<file path="config.mk">
export PLATFORM = sky130hd
export DESIGN_NAME = slow_xtal_guard
export DESIGN_NICKNAME = d
export VERILOG_FILES = /design/src/rtl/sxg_pkg.sv /design/src/rtl/sxg_edge_sync.sv /design/src/rtl/sxg_stall_counter.sv /design/src/rtl/sxg_ctl.sv /design/src/rtl/slow_xtal_guard.sv
export SDC_FILE = /design/constraint.sdc
export NUM_CORES = 1
export LEC_CHECK = 0
export ABC_CLOCK_PERIOD_IN_PS = 3700
export CORE_MARGIN = 2
export CORE_UTILIZATION = 35
export CTS_CLUSTER_DIAMETER = 80
export DETAILED_ROUTE_END_ITERATION = 6
export GPL_ROUTABILITY_DRIVEN = 0
export HOLD_SLACK_MARGIN = 0.02
export SKIP_CTS_REPAIR_TIMING = 1
export SLEW_MARGIN = 0
export SYNTH_ARGS = -nofsm -noshare
export SYNTH_HDL_FRONTEND = slang
export SYNTH_SLANG_ARGS = --single-unit
</file>
<file path="constraint.sdc">
create_clock -name ref_clk -period 3.7 [get_ports ref_clk]
set_input_delay 0.74 -clock ref_clk [delete_from_list [all_inputs] [get_ports ref_clk]]
set_output_delay 0.74 -clock ref_clk [all_outputs]
set_load 0.02 [all_outputs]
</file>
<file path="src/rtl/sxg_pkg.sv">
package sxg_pkg;

  // Control/status register layout
  localparam int CSR_W  = 5;
  localparam int B_MON  = 0;  // monitor enable, set-only
  localparam int B_ARM  = 1;  // failover arm, set-only
  localparam int B_IE   = 2;  // interrupt enable
  localparam int B_DET  = 3;  // failure detected, write 0 to clear
  localparam int B_DONE = 4;  // failover completed, write 0 to clear

  typedef enum logic {
    SRC_RC   = 1'b0,
    SRC_XTAL = 1'b1
  } rtc_src_e;

  // True when the stall counter is one step from the limit.
  function automatic logic stall_at_threshold(logic [31:0] cnt, int unsigned limit);
    return cnt == 32'(limit - 1);
  endfunction

  // Next value of a write-zero-to-clear flag that a hardware event may set.
  function automatic logic w0c_next(logic cur, logic set_evt, logic we, logic wbit);
    if (set_evt)
      return 1'b1;
    else if (we && !wbit)
      return 1'b0;
    else
      return cur;
  endfunction

  // Next value of a bit that software can only set.
  function automatic logic sticky_next(logic cur, logic we, logic wbit);
    return cur | (we & wbit);
  endfunction

endpackage

</file>
<file path="src/rtl/sxg_edge_sync.sv">
module sxg_edge_sync #(
  parameter int STAGES = 2
) (
  input  logic clk,
  input  logic rst_n,
  input  logic async_in,
  output logic rise
);
  localparam int DEPTH = STAGES + 1;

  logic [DEPTH-1:0] pipe;

  genvar g;
  generate
    for (g = 0; g < DEPTH; g++) begin : g_stage
      if (g == 0) begin : g_first
        always_ff @(posedge clk or negedge rst_n) begin
          if (!rst_n) pipe[g] <= 1'b0;
          else        pipe[g] <= async_in;
        end
      end else begin : g_next
        always_ff @(posedge clk or negedge rst_n) begin
          if (!rst_n) pipe[g] <= 1'b0;
          else        pipe[g] <= pipe[g-1];
        end
      end
    end
  endgenerate

  // The last stage only delays, so a rising edge shows as a 1 just ahead of a 0.
  assign rise = pipe[STAGES-1] & ~pipe[STAGES];

endmodule

</file>
<file path="src/rtl/sxg_stall_counter.sv">
module sxg_stall_counter
  import sxg_pkg::*;
#(
  parameter int STALL_LIMIT = 16
) (
  input  logic clk,
  input  logic rst_n,
  input  logic active,
  input  logic edge_seen,
  output logic fail_evt
);
  localparam int CNT_W = $clog2(STALL_LIMIT + 1);
  localparam logic [CNT_W-1:0] CNT_SAT = CNT_W'(STALL_LIMIT);

  logic [CNT_W-1:0] cnt;

  assign fail_evt = active && !edge_seen && stall_at_threshold(32'(cnt), STALL_LIMIT);

  always_ff @(posedge clk or negedge rst_n) begin
    if (!rst_n)
      cnt <= '0;
    else if (!active || edge_seen)
      cnt <= '0;
    else if (cnt != CNT_SAT)
      cnt <= cnt + 1'b1;
  end

endmodule

</file>
<file path="src/rtl/sxg_ctl.sv">
module sxg_ctl
  import sxg_pkg::*;
(
  input  logic             clk,
  input  logic             rst_n,
  input  logic             we,
  input  logic [CSR_W-1:0] wdata,
  input  logic             fail_evt,
  input  logic             rtc_req_xtal,
  output logic [CSR_W-1:0] csr,
  output logic             forced_rc
);
  logic mon_en, arm, ie, det, done;
  logic failover_evt;

  assign failover_evt = fail_evt & arm;

  always_ff @(posedge clk or negedge rst_n) begin
    if (!rst_n) begin
      mon_en    <= 1'b0;
      arm       <= 1'b0;
      ie        <= 1'b0;
      det       <= 1'b0;
      done      <= 1'b0;
      forced_rc <= 1'b0;
    end else begin
      mon_en <= sticky_next(mon_en, we, wdata[B_MON]);
      arm    <= sticky_next(arm, we, wdata[B_ARM]);
      if (we) ie <= wdata[B_IE];
      det    <= w0c_next(det, fail_evt, we, wdata[B_DET]);
      done   <= w0c_next(done, failover_evt, we, wdata[B_DONE]);
      if (failover_evt)
        forced_rc <= 1'b1;
      else if (!rtc_req_xtal)
        forced_rc <= 1'b0;
    end
  end

  always_comb begin
    csr         = '0;
    csr[B_MON]  = mon_en;
    csr[B_ARM]  = arm;
    csr[B_IE]   = ie;
    csr[B_DET]  = det;
    csr[B_DONE] = done;
  end

endmodule

</file>
<file path="src/rtl/slow_xtal_guard.sv">
module slow_xtal_guard
  import sxg_pkg::*;
#(
  parameter int STALL_LIMIT = 16,
  parameter int SYNC_STAGES = 2
) (
  input  logic             ref_clk,
  input  logic             por_n,
  input  logic             xtal_clk,
  input  logic             rtc_req_xtal,
  input  logic             csr_we,
  input  logic [CSR_W-1:0] csr_wdata,
  output logic [CSR_W-1:0] csr_rdata,
  output logic             rtc_sel,
  output logic             irq_o
);
  // Named internal events, kept visible for the checker
  logic xtal_rise;
  logic mon_active;
  logic fail_evt;
  logic forced_rc;
  rtc_src_e src_now;

  sxg_edge_sync #(.STAGES(SYNC_STAGES)) u_sync (
    .clk      (ref_clk),
    .rst_n    (por_n),
    .async_in (xtal_clk),
    .rise     (xtal_rise)
  );

  assign src_now    = (rtc_req_xtal && !forced_rc) ? SRC_XTAL : SRC_RC;
  assign mon_active = csr_rdata[B_MON] && (src_now == SRC_XTAL);

  sxg_stall_counter #(.STALL_LIMIT(STALL_LIMIT)) u_cnt (
    .clk       (ref_clk),
    .rst_n     (por_n),
    .active    (mon_active),
    .edge_seen (xtal_rise),
    .fail_evt  (fail_evt)
  );

  sxg_ctl u_ctl (
    .clk          (ref_clk),
    .rst_n        (por_n),
    .we           (csr_we),
    .wdata        (csr_wdata),
    .fail_evt     (fail_evt),
    .rtc_req_xtal (rtc_req_xtal),
    .csr          (csr_rdata),
    .forced_rc    (forced_rc)
  );

  assign rtc_sel = src_now;
  assign irq_o   = csr_rdata[B_DET] & csr_rdata[B_IE];

endmodule

</file>
==> results of run 1 <==
-- routing by layer --
layer | track usage [%] | vias to the layer above | share of wire (%)
met5 | 0 | - | 0
met4 | 10.3 | 0 | 3.0
met3 | 5.88 | 3 | 8.7
met2 | 14.4 | 16 | 42
met1 | 13.6 | 191 | 46
li1 | - | 202 | -
-- flip-flops by register name, summed over array words and instances, names as in the netlist --
signal           flops
u_ctl.ie             1
u_ctl.forced_rc      1
u_ctl.done           1
u_cnt.cnt            5
u_ctl.mon_en         1
u_ctl.arm            1
u_sync.pipe          3
u_ctl.det            1
-- worst reg2reg max path: cells and delay by family, from the launching register on --
kind	cells	cell delay [ns]
flip-flops	1	0.42
adder cells (fa/ha/maj)	2	0.40
AO/OA/AOI/OAI	1	0.09
AND/OR/NAND/NOR	2	0.25
-- where the power goes --
group	internal [µW]	switching (µW)
Sequential	158	3.07
Combinational	17.1	13.4
Clock	60.1	55.3
Total	235	71.8
-- metrics by stage --
stage | instance area [µm²] | instances | hold slack (ns) | util, %
CTS | 822 | 94 | 0.362 | 48.1
global placement | 786 | 90 | 0.336 | 46.0
global route | 822 | 94 | 0.366 | 48.1
detailed placement | 786 | 90 | 0.342 | 46.0
finish | 822 | 94 | 0.359 | 48.1
floorplan | 632 | 54 | 0.331 | -
-- cell type report --
type / instances / area, µm² / share of cell area [%]
Clock buffer: 4 / 36.3 / 4.41
Inverter: 6 / 22.5 / 2.74
Multi-Input combinational cell: 29 / 221 / 26.9
Sequential cell: 14 / 350 / 42.6
Tap cell: 25 / 31.3 / 3.81
Timing Repair Buffer: 16 / 160 / 19.5
-- worst paths after layout --
kind / startpoint / end / slack (ns) / cells past startpoint
worst min-delay path: u_sync.pipe[0] / u_sync.pipe[1] / 0.36 / 0
worst max-delay path: rtc_req_xtal / rtc_sel / 0.96 / 3
max in group asynchronous: por_n / u_ctl.ie / 2.51 / 1
worst min register to register: u_sync.pipe[0] / u_sync.pipe[1] / 0.36 / 0
worst max register to register: u_cnt.cnt[1] / u_ctl.forced_rc / 2.43 / 5
min in group asynchronous: por_n / u_cnt.cnt[1] / 0.81 / 1
-- cells by family after synthesis --
kind of cell | after synthesis | share of synthesized area [%]
adder cells (fa/ha/maj) | 3 | 5.94
AND/OR/NAND/NOR | 13 | 14.5
XOR/XNOR | 3 | 4.16
flip-flops | 14 | 55.4
AO/OA/AOI/OAI | 8 | 7.13
buffers and inverters | 11 | 9.51
multiplexers | 2 | 3.37
-- cells in the mapped netlist (all sizes together) --
master / instances
dfrtp: 14
inv: 6
buf: 5
o21ai: 5
ha: 3
nor2: 3
a21o: 2
nand2: 2
nand3: 2
xnor2: 2
a21oi: 1
and2: 1
and2b: 1
and3: 1
and4bb: 1
mux2: 1
mux2i: 1
nand2b: 1
nor3: 1
xor2: 1
==> results.md, run 1 <==
* Vias per cell at 4.38
* IR drop worst, VDD at 0.180 mV
* Final worst path period need at 2.74 ns
* Via Count at 412
* Cts bufs inserted at 3
* Mapped cell area at 632 µm²
* H-Tree Depth at 1
* Clk_lat worst skew at 0.30 ns
* Drc violations at 0
* Synth Instances at 54
* Initial DRT Pass Iterations at 4
* Number of fill cells at 168
* Syn_nets at 67
* FMAX at 365 MHz
* Height of the chip at 46.5 µm
* Global-route wire length before repair at 1560 µm
* P_leak at 0.000347 µW
* RSZ-0062 raised after global routing: false
* Share of layout cells above drive strength 1 at 13.0%
* Final Hold Viols at 0
* Worst-margin pin slew at 0.586 ns
* ANT cells at 0
* Max incr delay on CP at 0.61 ns
* CTS tree: built
* Rel. slew slack at 60.8%
* Most frequent cells in the layout: clkdlybuf4s50_1 (16), dfrtp_1 (14), inv_1 (6)
* Yosys reg bits at 14
* Clock tree sinks at 14
* Setup slack after placement at 0.958 ns
* Critical Path Slowest Stage Cell: clkdlybuf4s50_1
* Core ar. at 0.00171 mm²
* Cells along the critical path: clkdlybuf4s50_1, and2b_2, clkdlybuf4s50_1
* Overall Power at 307 µW
* WL/cell at 10.3 µm
* Setup ws final at 0.959 ns
* Die Area at 0.00216 mm²
* Detailed Route WL at 969 µm
* Grt total ovfl at 0
* Skew final at 0.00569 ns
* Crit end category: output pin
* CP Max Fanout at 2
* Vias in the first global route at 357
* Starting Density at 37.0%
* Sequential-to-total area share from yosys stat at 55.4%
* Max Buffers Root-to-Sink at 2
* Final period util at 74.1%
* Pwr dens at 373 mW/mm²
* Synth area leader: dfrtp_1
* IO Pins at 17
* Critical Path Source Type: primary input
* Crit path kind: in -> out
* Top cell type's share of synthesized area at 55.4%
* Worst-path clk slew at 0.08 ns
* Antenna Violating Nets Remaining at 0
* Die W at 46.5 µm
* CP dominant cell by count: clkdlybuf4s50_1
* Violation count after the first detailed-route iteration at 4
* Critical path arrival at 2.00 ns
* Root buffer cell: clkbuf_4
* Most common cell after layout, fill and taps aside: clkdlybuf4s50_1
* Nets at 83
* Distinct cells, synth at 21
* FP Rows at 15
* Largest net degree at the start of global routing at 15
* Initial antenna violation count at 0
* Final slew viol count at 0
* Crit path max-delay family: buffers and inverters
* Hpwl dp at 725 µm
* Synth area leaders: dfrtp_1 (55%), buf_4 (5.9%), ha_1 (5.9%)
* Worst path required time at 2.96 ns
* Critical path buffers and inverters at 2
* Area growth from synthesis to layout at 30.1%
* HP Class: reg -> reg
* # setup viols final at 0
* Setup TNS at 0 ns
* Input/output buffers at 16
* Max Cap Viol at 0
* GRT Overall Usage at 11.4%
* Yosys warning total at 0
* Status: completed
* Syn_area_per_cell at 11.7 µm²
Note: power is estimated with default switching activity, not from simulation.
==> run 2, diff against run 1 <==
--- a/config.mk
+++ b/config.mk
@@ -5,7 +5,7 @@
 export SDC_FILE = /design/constraint.sdc
 export NUM_CORES = 1
 export LEC_CHECK = 0
-export ABC_CLOCK_PERIOD_IN_PS = 3700
+export ABC_CLOCK_PERIOD_IN_PS = 2800
 export CORE_MARGIN = 2
 export CORE_UTILIZATION = 35
 export CTS_CLUSTER_DIAMETER = 80
==> constraint.sdc (replaced) <==
create_clock -name ref_clk -period 2.8 [get_ports ref_clk]
set_input_delay 0.56 -clock ref_clk [delete_from_list [all_inputs] [get_ports ref_clk]]
set_output_delay 0.56 -clock ref_clk [all_outputs]
set_load 0.02 [all_outputs]
==> run 2 against run 1 <==
Clock skew about the same. Setup slack got worse by 0.53 ns. Register-to-register slack lost 0.90 ns. Highest routed layer unchanged. Total power grew 19%. Count of clock-buffer cells in the layout decreased by 1. Die area is the same. Final cell count shrank 1.1%.
==> results.md, run 2 (synthesis results as in run 1) <==
* FMAX at 422 MHz
* Max Cap Viol at 0 (unchanged)
* Reg2Reg Depth at 5 (unchanged)
* CP dominant cell by count: clkdlybuf4s50_1
* Worst-margin pin slew at 0.596 ns (+0.00949 ns)
* # setup viols final at 0 (unchanged)
* Comb pwr share at 11.1% (+1.2 points)
* Cells after DPL at 90 (unchanged)
* Critical path buffers and inverters at 2 (unchanged)
* Area growth from synthesis to layout at 27.9%
* Largest net degree at the start of global routing at 15 (unchanged)
* Final Hold Viols at 0 (unchanged)
* Status: completed
* Internal Power at 281 µW (+20%)
* Most frequent cells in the layout: clkdlybuf4s50_1 (16), dfrtp_1 (14), inv_1 (6)
* Sequential Power Share at 58.3% (+5.9 points)
* Clock tree sinks at 14 (unchanged)
* Root buffer cell: clkbuf_4
* IR drop worst, VDD at 0.227 mV (+26%)
* IO Pins at 17 (unchanged)
* Overall Power at 364 µW (+19%)
* Critical Path Slowest Stage Cell: clkdlybuf4s50_1
* Worst-path clk slew at 0.08 ns (about the same)
* Initial antenna violation count at 0 (unchanged)
* GRT Overall Usage at 10.6% (-0.83 points)
* Clock share of power at 30.6% (-7.0 points)
* Height of the chip at 46.5 µm (unchanged)
* Critical path arrival at 1.81 ns (-0.19 ns)
* Crit path kind: in -> out
* Sw Share at 22.9% (-0.52 points)
* Max Buffers Root-to-Sink at 2 (unchanged)
* Psw at 83.4 µW (+16%)
* Input/output buffers at 16 (unchanged)
* FP Rows at 15 (unchanged)
* Cells along the critical path: clkdlybuf4s50_1, and2b_2, clkdlybuf4s50_1
* Nets at 83 (unchanged)
* Core ar. at 0.00171 mm² (unchanged)
* Final slew viol count at 0 (unchanged)
* Grt met3 use at 2.35% (-3.5 points)
* Via Count at 401 (-2.7%)
* Antenna Violating Nets Remaining at 0 (unchanged)
* Max incr delay on CP at 0.60 ns (about the same)
* Largest register FFs at 5 (unchanged)
* Hpwl dp at 719 µm (-0.73%)
* Routing usage on met2 at 14.2% (-0.28 points)
* Most common cell after layout, fill and taps aside: clkdlybuf4s50_1
* Global-route wire length before repair at 1490 µm (-4.4%)
* Pwr dens at 451 mW/mm² (+21%)
* Detailed Route WL at 954 µm (-1.5%)
* Final worst path period need at 2.37 ns
* Finished Cell Area at 808 µm² (-1.7%)
* Critical Path Source Type: primary input
* Vias in the first global route at 329 (-7.8%)
* Skew final at 0.00590 ns (+0.000212 ns)
* Placed Instance Area at 786 µm² (unchanged)
* Final Non-Filler Cells at 93 (-1.1%)
* Final period util at 84.6%
* Routing usage on met1 at 13.5% (-0.067 points)
* Die W at 46.5 µm (unchanged)
* Share of layout cells above drive strength 1 at 11.8% (-1.3 points)
* H-Tree Depth at 1 (unchanged)
* Biggest register: u_cnt.cnt
* R2r endpoint: u_ctl.forced_rc
* Die Area at 0.00216 mm² (unchanged)
* HP Class: reg -> reg
* Biggest registers after layout: u_cnt.cnt: 5 flops, u_sync.pipe: 3 flops
* Hold wc startpoint: u_sync.pipe[0]
* Number of fill cells at 163 (-3.0%)
* CP Max Fanout at 2 (unchanged)
* Crit path max-delay family: buffers and inverters
* Hold EP: u_sync.pipe[1]
* P_leak at 0.000339 µW (-2.1%)
* Drc violations at 0 (unchanged)
* Worst path required time at 2.24 ns (-0.72 ns)
* Clk_lat worst skew at 0.28 ns (-0.02 ns)
* Starting Density at 37.0% (unchanged)
* Reg2reg setup slack at 1.53 ns (-0.90 ns)
* R2R Path Start: u_cnt.cnt[0]
* Cts bufs inserted at 3 (unchanged)
* Setup TNS at 0 ns (unchanged)
* Grt total ovfl at 0 (unchanged)
* Gr busiest metal: met2
* Rel. slew slack at 60.2% (-0.63 points)
* Initial DRT Pass Iterations at 2 (-2)
* Crit end category: output pin
* Final Core Density at 47.3% (-0.81 points)
* Violation count after the first detailed-route iteration at 1 (-3)
* Vias per cell at 4.31 (-1.6%)
* ANT cells at 0 (unchanged)
* CTS tree: built
* Hold Path Depth at 0 (unchanged)
* RSZ-0062 raised after global routing: false
* WL/cell at 10.3 µm (-0.49%)
## run 2: cell count changes in the layout (fill, tap and decap cells not counted)
cell	before	now
clkbuf_8	1	0
## run 2: area by class of cell
cell class	instances	area [µm²]	share of cell area, %
clock buffers	3	22.5	2.79
inverters	6	22.5	2.79
multi-input cells	29	221	27.4
flip-flops and latches	14	350	43.3
well taps	25	31.3	3.87
repair buffers	16	160	19.8
## run 2: per-layer routing
metal	share of wire, %	up-vias
met3	6.4	4
met2	41	15
li1	-	198
met5	0	-
met1	49	184
met4	3.5	0
## run 2: worst max path at each step
stage	startpoint	endpoint	slack, ns	cells past startpoint
after floorplan	rtc_req_xtal	rtc_sel	1.44	1
after global placement	rtc_req_xtal	rtc_sel	0.44	3
after detailed placement	rtc_req_xtal	rtc_sel	0.43	3
after CTS	rtc_req_xtal	rtc_sel	0.43	3
after global routing	rtc_req_xtal	rtc_sel	0.37	3
final	rtc_req_xtal	rtc_sel	0.43	3
## run 2: metrics by stage
stage	hold slack (ns)	setup slack, ns
floorplan	0.264	1.44
global placement	0.336	0.439
detailed placement	0.339	0.433
CTS	0.359	0.426
global route	0.363	0.372
finish	0.357	0.432
## run 2: worst reg2reg max path: cells and delay by family, from the launching register on
family	cells	cell delay [ns]
flip-flops	1	0.40
AO/OA/AOI/OAI	1	0.08
AND/OR/NAND/NOR	2	0.27
adder cells (fa/ha/maj)	2	0.41
## run 2: power by group through the flow
| stage | combinational [µW] | sequential [µW] | clock [µW] |
|---|---|---|---|
| 4_1_cts | 41.5 | 213 | 114 |
| 3_3_place_gp | 40.9 | 216 | 0 |
| 3_5_place_dp | 41.2 | 217 | 0 |
| 5_1_grt | 44.9 | 214 | 121 |
| 6_report | 40.3 | 212 | 111 |
| 2_1_floorplan | 19.3 | 216 | 0 |
